--- config.mk ---
export PLATFORM = sky130hd
export DESIGN_NAME = fowler_coadd_acc
export DESIGN_NICKNAME = d
export VERILOG_FILES = /design/src/rtl/fca_pkg.sv /design/src/rtl/fca_seq.sv /design/src/rtl/fca_bank.sv /design/src/rtl/fowler_coadd_acc.sv
export SDC_FILE = /design/constraint.sdc
export NUM_CORES = 2
export LEC_CHECK = 0
export ABC_CLOCK_PERIOD_IN_PS = 5100
export BUFFER_PORTS_ARGS = -buffer_cell sky130_fd_sc_hd__clkbuf_2
export CAP_MARGIN = 10
export CORE_MARGIN = 10
export CORE_UTILIZATION = 55
export CTS_BUF_LIST = sky130_fd_sc_hd__clkbuf_16
export DETAILED_ROUTE_END_ITERATION = 10
export PLACE_DENSITY = 0.69
export RECOVER_POWER = 50
export SLEW_MARGIN = 20
export SYNTH_ARGS = -nofsm -noshare
export SYNTH_HDL_FRONTEND = slang
export SYNTH_SLANG_ARGS = --single-unit
--- constraint.sdc ---
create_clock -name clk -period 5.1 [get_ports clk]
set_clock_uncertainty 0.15 [all_clocks]
set_input_delay 1.02 -clock clk [delete_from_list [all_inputs] [get_ports clk]]
set_output_delay 1.02 -clock clk [all_outputs]
set_load 0.01 [all_outputs]
--- src/rtl/fca_pkg.sv ---
package fca_pkg;
  typedef enum logic {
    ROLE_PED  = 1'b0,
    ROLE_SAMP = 1'b1
  } role_e;

  function automatic logic [7:0] clamp_ndr(input logic [7:0] v);
    if (v == 8'd0) return 8'd1;
    if (v > 8'd128) return 8'd128;
    return v;
  endfunction

  function automatic logic [9:0] clamp_coadd(input logic [9:0] v);
    if (v == 10'd0) return 10'd1;
    if (v > 10'd1000) return 10'd1000;
    return v;
  endfunction
endpackage

--- src/rtl/fca_seq.sv ---
module fca_seq #(
  parameter int NDR_W = 8,
  parameter int CO_W  = 10
) (
  input  logic             clk,
  input  logic             rst_n,
  input  logic             start,
  input  logic             abort,
  input  logic             cfg_double,
  input  logic [NDR_W-1:0] cfg_ndr,
  input  logic [CO_W-1:0]  cfg_coadd,
  input  logic             fire,
  input  logic             fire_last,
  output logic             busy,
  output logic             done,
  output logic             dbl
);
  localparam int FR_W = NDR_W + 1;

  logic             busy_q, busy_d, done_q, done_d, dbl_q, dbl_d;
  logic [NDR_W-1:0] ndr_q, ndr_d;
  logic [CO_W-1:0]  lim_q, lim_d, co_q, co_d;
  logic [FR_W-1:0]  fr_q, fr_d, fr_per;

  assign fr_per = dbl_q ? {ndr_q, 1'b0} : {1'b0, ndr_q};

  always_comb begin
    busy_d = busy_q;
    done_d = done_q;
    dbl_d  = dbl_q;
    ndr_d  = ndr_q;
    lim_d  = lim_q;
    co_d   = co_q;
    fr_d   = fr_q;
    if (abort) begin
      busy_d = 1'b0;
      done_d = 1'b0;
      co_d   = '0;
      fr_d   = '0;
    end else if (start) begin
      busy_d = 1'b1;
      done_d = 1'b0;
      dbl_d  = cfg_double;
      ndr_d  = fca_pkg::clamp_ndr(cfg_ndr);
      lim_d  = fca_pkg::clamp_coadd(cfg_coadd);
      co_d   = '0;
      fr_d   = '0;
    end else if (fire && fire_last) begin
      if (fr_q == fr_per - 1'b1) begin
        fr_d = '0;
        if (co_q == lim_q - 1'b1) begin
          co_d   = '0;
          busy_d = 1'b0;
          done_d = 1'b1;
        end else begin
          co_d = co_q + 1'b1;
        end
      end else begin
        fr_d = fr_q + 1'b1;
      end
    end
  end

  always_ff @(posedge clk or negedge rst_n) begin
    if (!rst_n) begin
      busy_q <= 1'b0;
      done_q <= 1'b0;
      dbl_q  <= 1'b0;
      ndr_q  <= 8'd1;
      lim_q  <= 10'd1;
      co_q   <= '0;
      fr_q   <= '0;
    end else begin
      busy_q <= busy_d;
      done_q <= done_d;
      dbl_q  <= dbl_d;
      ndr_q  <= ndr_d;
      lim_q  <= lim_d;
      co_q   <= co_d;
      fr_q   <= fr_d;
    end
  end

  assign busy = busy_q;
  assign done = done_q;
  assign dbl  = dbl_q;
endmodule

--- src/rtl/fca_bank.sv ---
module fca_bank #(
  parameter int NPIX  = 16,
  parameter int PIX_W = 16,
  parameter int ACC_W = 41,
  parameter int IDX_W = $clog2(NPIX)
) (
  input  logic                    clk,
  input  logic                    rst_n,
  input  logic                    clr,
  input  logic                    wr_en,
  input  logic                    wr_neg,
  input  logic [IDX_W-1:0]        wr_idx,
  input  logic [PIX_W-1:0]        wr_data,
  input  logic [IDX_W-1:0]        rd_idx,
  output logic signed [ACC_W-1:0] rd_data
);
  logic signed [ACC_W-1:0] mem [NPIX];
  logic signed [ACC_W-1:0] delta;
  logic signed [ACC_W-1:0] rd_q;

  always_comb begin
    delta = $signed({{(ACC_W-PIX_W){1'b0}}, wr_data});
    if (wr_neg) delta = -delta;
  end

  for (genvar g = 0; g < NPIX; g++) begin : g_cell
    logic signed [ACC_W-1:0] cell_d;
    always_comb begin
      cell_d = mem[g];
      if (clr) cell_d = '0;
      else if (wr_en && (wr_idx == IDX_W'(g))) cell_d = mem[g] + delta;
    end
    always_ff @(posedge clk or negedge rst_n) begin
      if (!rst_n) mem[g] <= '0;
      else        mem[g] <= cell_d;
    end
  end

  always_ff @(posedge clk or negedge rst_n) begin
    if (!rst_n) rd_q <= '0;
    else        rd_q <= mem[rd_idx];
  end

  assign rd_data = rd_q;
endmodule

--- src/rtl/fowler_coadd_acc.sv ---
module fowler_coadd_acc #(
  parameter int NPIX  = 16,
  parameter int PIX_W = 16,
  parameter int ACC_W = 41,
  parameter int NDR_W = 8,
  parameter int CO_W  = 10,
  parameter int IDX_W = $clog2(NPIX)
) (
  input  logic                    clk,
  input  logic                    rst_n,
  input  logic                    start,
  input  logic                    abort,
  input  logic                    cfg_double,
  input  logic [NDR_W-1:0]        cfg_ndr,
  input  logic [CO_W-1:0]         cfg_coadd,
  input  logic                    pix_valid,
  input  logic                    pix_is_sample,
  input  logic [IDX_W-1:0]        pix_idx,
  input  logic [PIX_W-1:0]        pix_data,
  input  logic [IDX_W-1:0]        rd_idx,
  output logic signed [ACC_W-1:0] rd_data,
  output logic                    busy,
  output logic                    done
);
  localparam logic [IDX_W-1:0] LAST_IDX = IDX_W'(NPIX - 1);

  logic dbl, fire, fire_last;

  assign fire = pix_valid && busy && !start && !abort
                && (dbl || (pix_is_sample == fca_pkg::ROLE_SAMP));
  assign fire_last = (pix_idx == LAST_IDX);

  fca_seq #(.NDR_W(NDR_W), .CO_W(CO_W)) u_seq (
    .clk(clk), .rst_n(rst_n), .start(start), .abort(abort),
    .cfg_double(cfg_double), .cfg_ndr(cfg_ndr), .cfg_coadd(cfg_coadd),
    .fire(fire), .fire_last(fire_last),
    .busy(busy), .done(done), .dbl(dbl)
  );

  fca_bank #(.NPIX(NPIX), .PIX_W(PIX_W), .ACC_W(ACC_W), .IDX_W(IDX_W)) u_bank (
    .clk(clk), .rst_n(rst_n), .clr(start || abort),
    .wr_en(fire), .wr_neg(pix_is_sample == fca_pkg::ROLE_PED),
    .wr_idx(pix_idx), .wr_data(pix_data),
    .rd_idx(rd_idx), .rd_data(rd_data)
  );
endmodule

=== Yosys cells after proc, flatten, opt, wreduce, memory -nomap -nowiden ===
Index checks and enable logic that the tools add are counted.

* Add/subtract/negate cells: 21
* Eq/ne operators: 17
* Mux-type cells: 78
* Bitwise gates (word level): 2
* Magnitude comparators: 3
* Reductions and logical operators: 49

{| class="wikitable"
|+ Operators by type and width
! cell !! count
|-
| 41-bit two-way mux || 35
|-
| 41-bit adder || 16
|-
| 41-bit binary-select mux with 4-bit select || 1
|-
| 10-bit two-way mux || 9
|-
| 9-bit two-way mux || 5
|-
| 16-bit negator with 41-bit output || 1
|-
| 4-bit equality test (second input constant) || 8
|-
| 8-bit two-way mux || 4
|-
| 2-bit nonzero test || 16
|-
| 1-bit two-way mux || 24
|-
| 1-bit logical AND || 20
|-
| 4-bit by 3-bit equality test with 1-bit output (second input constant) || 4
|-
| 10-bit by 1-bit adder with 10-bit output (second input constant) || 1
|-
| 10-bit equality test || 1
|-
| 10-bit greater-than comparator (second input constant) || 1
|-
| 10-bit logical NOT || 1
|-
| 10-bit by 1-bit subtractor with 10-bit output (second input constant) || 1
|-
| 9-bit by 1-bit adder with 9-bit output (second input constant) || 1
|-
| 9-bit equality test || 1
|-
| 3-bit nonzero test || 3
|-
| 9-bit by 1-bit subtractor with 9-bit output (second input constant) || 1
|-
| 4-bit by 2-bit equality test with 1-bit output (second input constant) || 2
|-
| 8-bit greater-than comparator (second input constant) || 1
|-
| 8-bit logical NOT || 1
|-
| 9 further kinds || 12
|}

* Register bits: 737
* Word-level logic and storage cells: 194
* Output and inout port bits: 43

=== Logic depth before layout (Yosys ltp) ===
* Depth after elaboration: 9
* Gate-level depth with buffers: 21

=== By module ===
Synthesis repeated with hierarchy kept, for this count alone.

* Cell total of the unflattened synthesis: 7,723
* Area, all modules: 67,305.8 um^2

{| class="wikitable"
|+ By module, submodules not included
! module !! cells an instance !! times used !! seq. area each (um^2) !! area each (um^2)
|-
| fca_bank || 7,410 || 1 || 17,441.7 || 64,419.3
|-
| fca_seq || 308 || 1 || 1,003.5 || 2,851.5
|-
| fowler_coadd_acc || 5 || 1 || 0.0 || 35.0
|}

=== Worst setup path before layout ===
No wires, ideal clock.

* Path type: input -> register
* From: input port pix_data[6]
* To: register u_bank.mem[162] (netlist bit)
* Setup time: 134 ps
* Setup slack: -998 ps
* Stages: 18
* Path buffers: 2
* Arrival time: 5,814 ps
* Path through: nor4_1 > nor3b_1 > a31o_2 > clkbuf_1 > clkbuf_1 > inv_1 > ha_1 > a21o_1 > a21o_1 > a2111oi_0 > o311ai_0 > a31oi_1 > a21oi_1 > and4b_1 > o21ai_0 > a21oi_1 > xor2_1 > o21ai_0

* Word-level cells in the longest chain between the ends: 5

{| class="wikitable"
|+ Ends and longest elaborated chain
! what !! line !! RTL
|-
| start: declaration || fowler_coadd_acc.sv:19 || <nowiki>input logic [PIX_W-1:0] pix_data,</nowiki>
|-
| 16-bit negator with 41-bit output || fca_bank.sv:23 || <nowiki>if (wr_neg) delta = -delta;</nowiki>
|-
| 41-bit two-way mux (*) || fca_bank.sv:23 ||
|-
| 41-bit adder (*) || fca_bank.sv:31 || <nowiki>else if (wr_en && (wr_idx == IDX_W'(g))) cell_d = mem[g] + delta;</nowiki>
|-
| 41-bit two-way mux (*) || fca_bank.sv:31 ||
|-
| 41-bit two-way mux (*) || fca_bank.sv:30 || <nowiki>if (clr) cell_d = '0;</nowiki>
|-
| end signal: indexed assignment || fca_bank.sv:35 || <nowiki>else mem[g] <= cell_d;</nowiki>
|-
| end: declaration || fca_bank.sv:17 || <nowiki>logic signed [ACC_W-1:0] mem [NPIX];</nowiki>
|}

Mark *: on every way between the ends. The rest lies on a longest branch, timed or not. The select of a mux whose other input is x is not followed.
A chain may end at the register's enable or synchronous reset.

=== Worst setup path after layout ===
* From: input port pix_data[6]
* To: register u_bank.mem[573] (netlist bit)

Same word-level chain as after synthesis.

==> results.toml <==
[route]
wl_per_cell_um = 22.8
totalWireLength_um = 239000
vias = 66600
detailedRoute.firstPassIterationCount = 6
route.detailed.vias_per_inst = 6.34
drt.antenna.violating_nets = 0
drc = 0
first_iter_violations = 6569

[power]
power_switching_share_pct = 29.5
power_per_cell_area_nw_per_um2 = 192
internal-power_mw = 11.2
ir_drop_v = 0.000265
p_leak_nw = 41.6
pwr-share-clk_pct = 43.4
seq_power_share_pct = 37.3
netSwitchingPower_mw = 4.69
comb_power_share_pct = 19.3

[yosys]
syn_area_sq_um = 65600
synth_largest_area_cell = "sky130_fd_sc_hd__dfrtp_1"
synthesis.instances = 7483
synth_area_per_cell_sq_um = 8.77
number_of_flops_mapped_to_enable_cells_by_yosys = 0
ys_seq_area_share_pct = 28.1
synth.cells.most_frequent = "sky130_fd_sc_hd__o21ai_0, sky130_fd_sc_hd__nand3_1, sky130_fd_sc_hd__dfrtp_1"
yosysUniqueCellTypes = 100
postSynth.topFlopCell = "sky130_fd_sc_hd__dfrtp_1"
post_syn_nets = 8194
synth_top_cell_area_share_pct = 28.0
synth_top_cells_by_area = "sky130_fd_sc_hd__dfrtp_1, sky130_fd_sc_hd__ha_1, sky130_fd_sc_hd__mux4_2"
synthArstFlopShare_pct = 100
synth_most_common_cell = "sky130_fd_sc_hd__o21ai_0"
synth.ff_latch_count = 737
ys_warn_count = 0

[sta]
grt_setup_unrepaired = "yes"
timing.final.max_slew_violations = 413
setup_violations = 0
final_worst_setup_slack_ns = 0.0949
fraction_of_the_cycle_the_final_worst_path_needs_pct = 98.1
slew_headroom_pct = -71.1
final_period_minus_worst_setup_slack_ns = 5.01
worstMarginPinSlew_ns = 2.57
hold_viol_final = 0
timing.fmax_ghz = 0.200

[clock_network]
clock-sinks = 737
clkSlewWorstSetupHoldPaths_ns = 0.05
worst_skew_pair.late_latency_ns = 0.71
cts-root-buf = "sky130_fd_sc_hd__clkbuf_16"
htree_levels = 3
cts_buffers = 93
cts_tree = "done"
longest_clk_path_bufs = 3

[place]
numPortBuffers = 91
hpwlAfterDp_um = 184000
count_of_placed_standard_cells_including_taps = 10300
dpl_worst_slack_ns = -0.821
gp_congestion = 1.05

[grt]
grt_util_all_layers_pct = 34.9
first_global_vias = 63300
grt_max_degree = 181
overflow = 0
initial_antenna_violation_count = 14
first_pass_grt_wire_length_um = 367000

[floorplan]
row_count = 126
dieArea_sq_um = 134000
floorplan.io_pins = 92
initial_util_pct = 55.5
core_area_sq_um = 118000
fp.dieH_um = 365
chip_width_um = 365

[worst_setup_path]
critPathLaunchType = "primary input"
cp-end-kind = "register"
cp_data_required_time_ns = 5.56
rr_worst_depth = 13
crit_fanout = 29
cp_data_arrival_time_ns = 5.47
path_class = "in -> reg"

[cells_and_area]
fin_nets = 9605
post_layout_nonfiller_instances = 10500
drive_gt1_share_pct = 24.6
syn_to_final_growth_pct = 26.3

[outcome]
violations = "capacitance limit, slew limit"
outcome = "finished with violations"

[min_path]
hold-path-cell-count = 1
worstHoldPathType = "reg -> reg"

[flow_run]
drv.max_cap_violation_count = 7
## stage by stage
step	hold WS, ns	instance area, sq um	TNS, ns	utilization (%)	total power [mW]
floorplan	0.290	65900	-19.18	-	7.58
global placement	0.317	79600	-57.86	67.3	8.96
detailed placement	0.322	79600	-73.31	67.3	9.03
CTS	0.226	82700	0	69.9	15.9
global route	0.352	82900	-0.647	70.1	16.4
finish	0.328	82900	0	70.1	15.9
## placed cells by master, fill, tap and decap left out, types with 76 or more instances in the layout
| cell | synthesis | final |
|---|---|---|
| sky130_fd_sc_hd__nand2b_1 | 113 | 113 |
| sky130_fd_sc_hd__xnor2_1 | 317 | 315 |
| sky130_fd_sc_hd__nor2_1 | 323 | 317 |
| sky130_fd_sc_hd__nor3_1 | 86 | 79 |
| sky130_fd_sc_hd__dfrtp_1 | 735 | 735 |
| sky130_fd_sc_hd__mux4_2 | 205 | 205 |
| sky130_fd_sc_hd__clkbuf_2 | 0 | 92 |
| sky130_fd_sc_hd__xor2_1 | 270 | 259 |
| sky130_fd_sc_hd__a21o_1 | 404 | 404 |
| sky130_fd_sc_hd__nand2_1 | 454 | 439 |
| sky130_fd_sc_hd__nor2b_1 | 84 | 84 |
| sky130_fd_sc_hd__inv_1 | 193 | 207 |
| sky130_fd_sc_hd__buf_4 | 0 | 1538 |
| sky130_fd_sc_hd__o21ai_0 | 854 | 839 |
| sky130_fd_sc_hd__clkbuf_16 | 0 | 96 |
| sky130_fd_sc_hd__and3_1 | 76 | 76 |
| sky130_fd_sc_hd__o21bai_1 | 113 | 112 |
| sky130_fd_sc_hd__nand4_1 | 80 | 80 |
| sky130_fd_sc_hd__nand3_1 | 750 | 745 |
| sky130_fd_sc_hd__a21oi_1 | 580 | 570 |
| sky130_fd_sc_hd__a31oi_1 | 91 | 85 |
| sky130_fd_sc_hd__ha_1 | 646 | 640 |
## logic make-up after synthesis
group	synth area share [%]
AOI/OAI and AO/OA	24.1
xor gates and xnor gates	7.83
adders and majority gates	12.8
buffers and inverters	3.21
DFF	28.1
muxes	7.76
and+or+nand+nor	16.2
## flip-flops by register name (all words and copies together), names as in the netlist
name,count
u_seq.ndr_q,8
u_seq.busy,1
u_seq.co_q,10
u_seq.dbl,1
u_bank.mem,656
u_seq.done,1
u_seq.lim_q,10
u_seq.fr_q,9
u_bank.rd_data,41
## timing repair
| item | 4_1_cts | 5_1_grt |
|---|---|---|
| setup endpoints to repair | 5 | 89 |
| resized for setup | 4 | 73 |
| buffers inserted | 0 | 2 |
| hold buffers | 0 | 0 |
| pin swaps | 0 | 13 |
## final timing paths
kind | from | end | slack (ns)
max | pix_data[6] | u_bank.mem[573] | 0.09
min | u_bank.mem[573] | u_bank.mem[573] | 0.33
max reg2reg | u_seq.dbl | u_seq.co_q[9] | 0.75
min reg2reg | u_bank.mem[573] | u_bank.mem[573] | 0.33
max in group asynchronous | rst_n | u_bank.mem[453] | 0.48
min in group asynchronous | rst_n | u_bank.mem[202] | 0.90
## power by group through the flow
| stage | clock [mW] | combinational (mW) | sequential [mW] |
|---|---|---|---|
| 4_1_cts | 6.96 | 3.03 | 5.92 |
| 5_1_grt | 7.16 | 3.31 | 5.93 |
| 3_5_place_dp | 0 | 3.00 | 6.03 |
| 6_report | 6.90 | 3.07 | 5.93 |
| 3_3_place_gp | 0 | 2.93 | 6.03 |
| 2_1_floorplan | 0 | 1.56 | 6.02 |
## layer usage
layer	wire length (um)	up-vias	global-route usage, %
met5	11	-	0
met4	14800	2	19.0
met3	21900	617	6.81
met2	101000	2948	51.0
met1	102000	32100	48.4
li1	-	31000	-
## area by class of cell
class / instances / area, sq um
clock inverters: 71 / 646
repair buffers: 1681 / 12800
inverters: 194 / 732
clock buffers: 96 / 2400
well taps: 1536 / 1920
fillers: 9303 / 35400
flip-flops and latches: 737 / 18400
diodes: 2 / 5.00
multi-input cells: 6187 / 45900
## critical path: stages
cell	delay (ns)
sky130_fd_sc_hd__clkbuf_2	0.11
sky130_fd_sc_hd__nor4_4	0.29
sky130_fd_sc_hd__buf_4	0.16
sky130_fd_sc_hd__nor3b_4	0.33
sky130_fd_sc_hd__a31o_2	0.32
sky130_fd_sc_hd__buf_4	0.18
sky130_fd_sc_hd__inv_2	0.06
sky130_fd_sc_hd__buf_4	0.31
sky130_fd_sc_hd__ha_1	0.30
sky130_fd_sc_hd__a21o_1	0.22
sky130_fd_sc_hd__a21o_1	0.20
sky130_fd_sc_hd__a21o_1	0.20
sky130_fd_sc_hd__a22oi_1	0.30
sky130_fd_sc_hd__a21oi_1	0.17
sky130_fd_sc_hd__o31ai_1	0.24
sky130_fd_sc_hd__nand2b_1	0.10
sky130_fd_sc_hd__a41o_1	0.25
sky130_fd_sc_hd__a31oi_1	0.24
sky130_fd_sc_hd__mux2i_1	0.26
sky130_fd_sc_hd__mux2i_1	0.19
(Power assumes the default switching activity.)
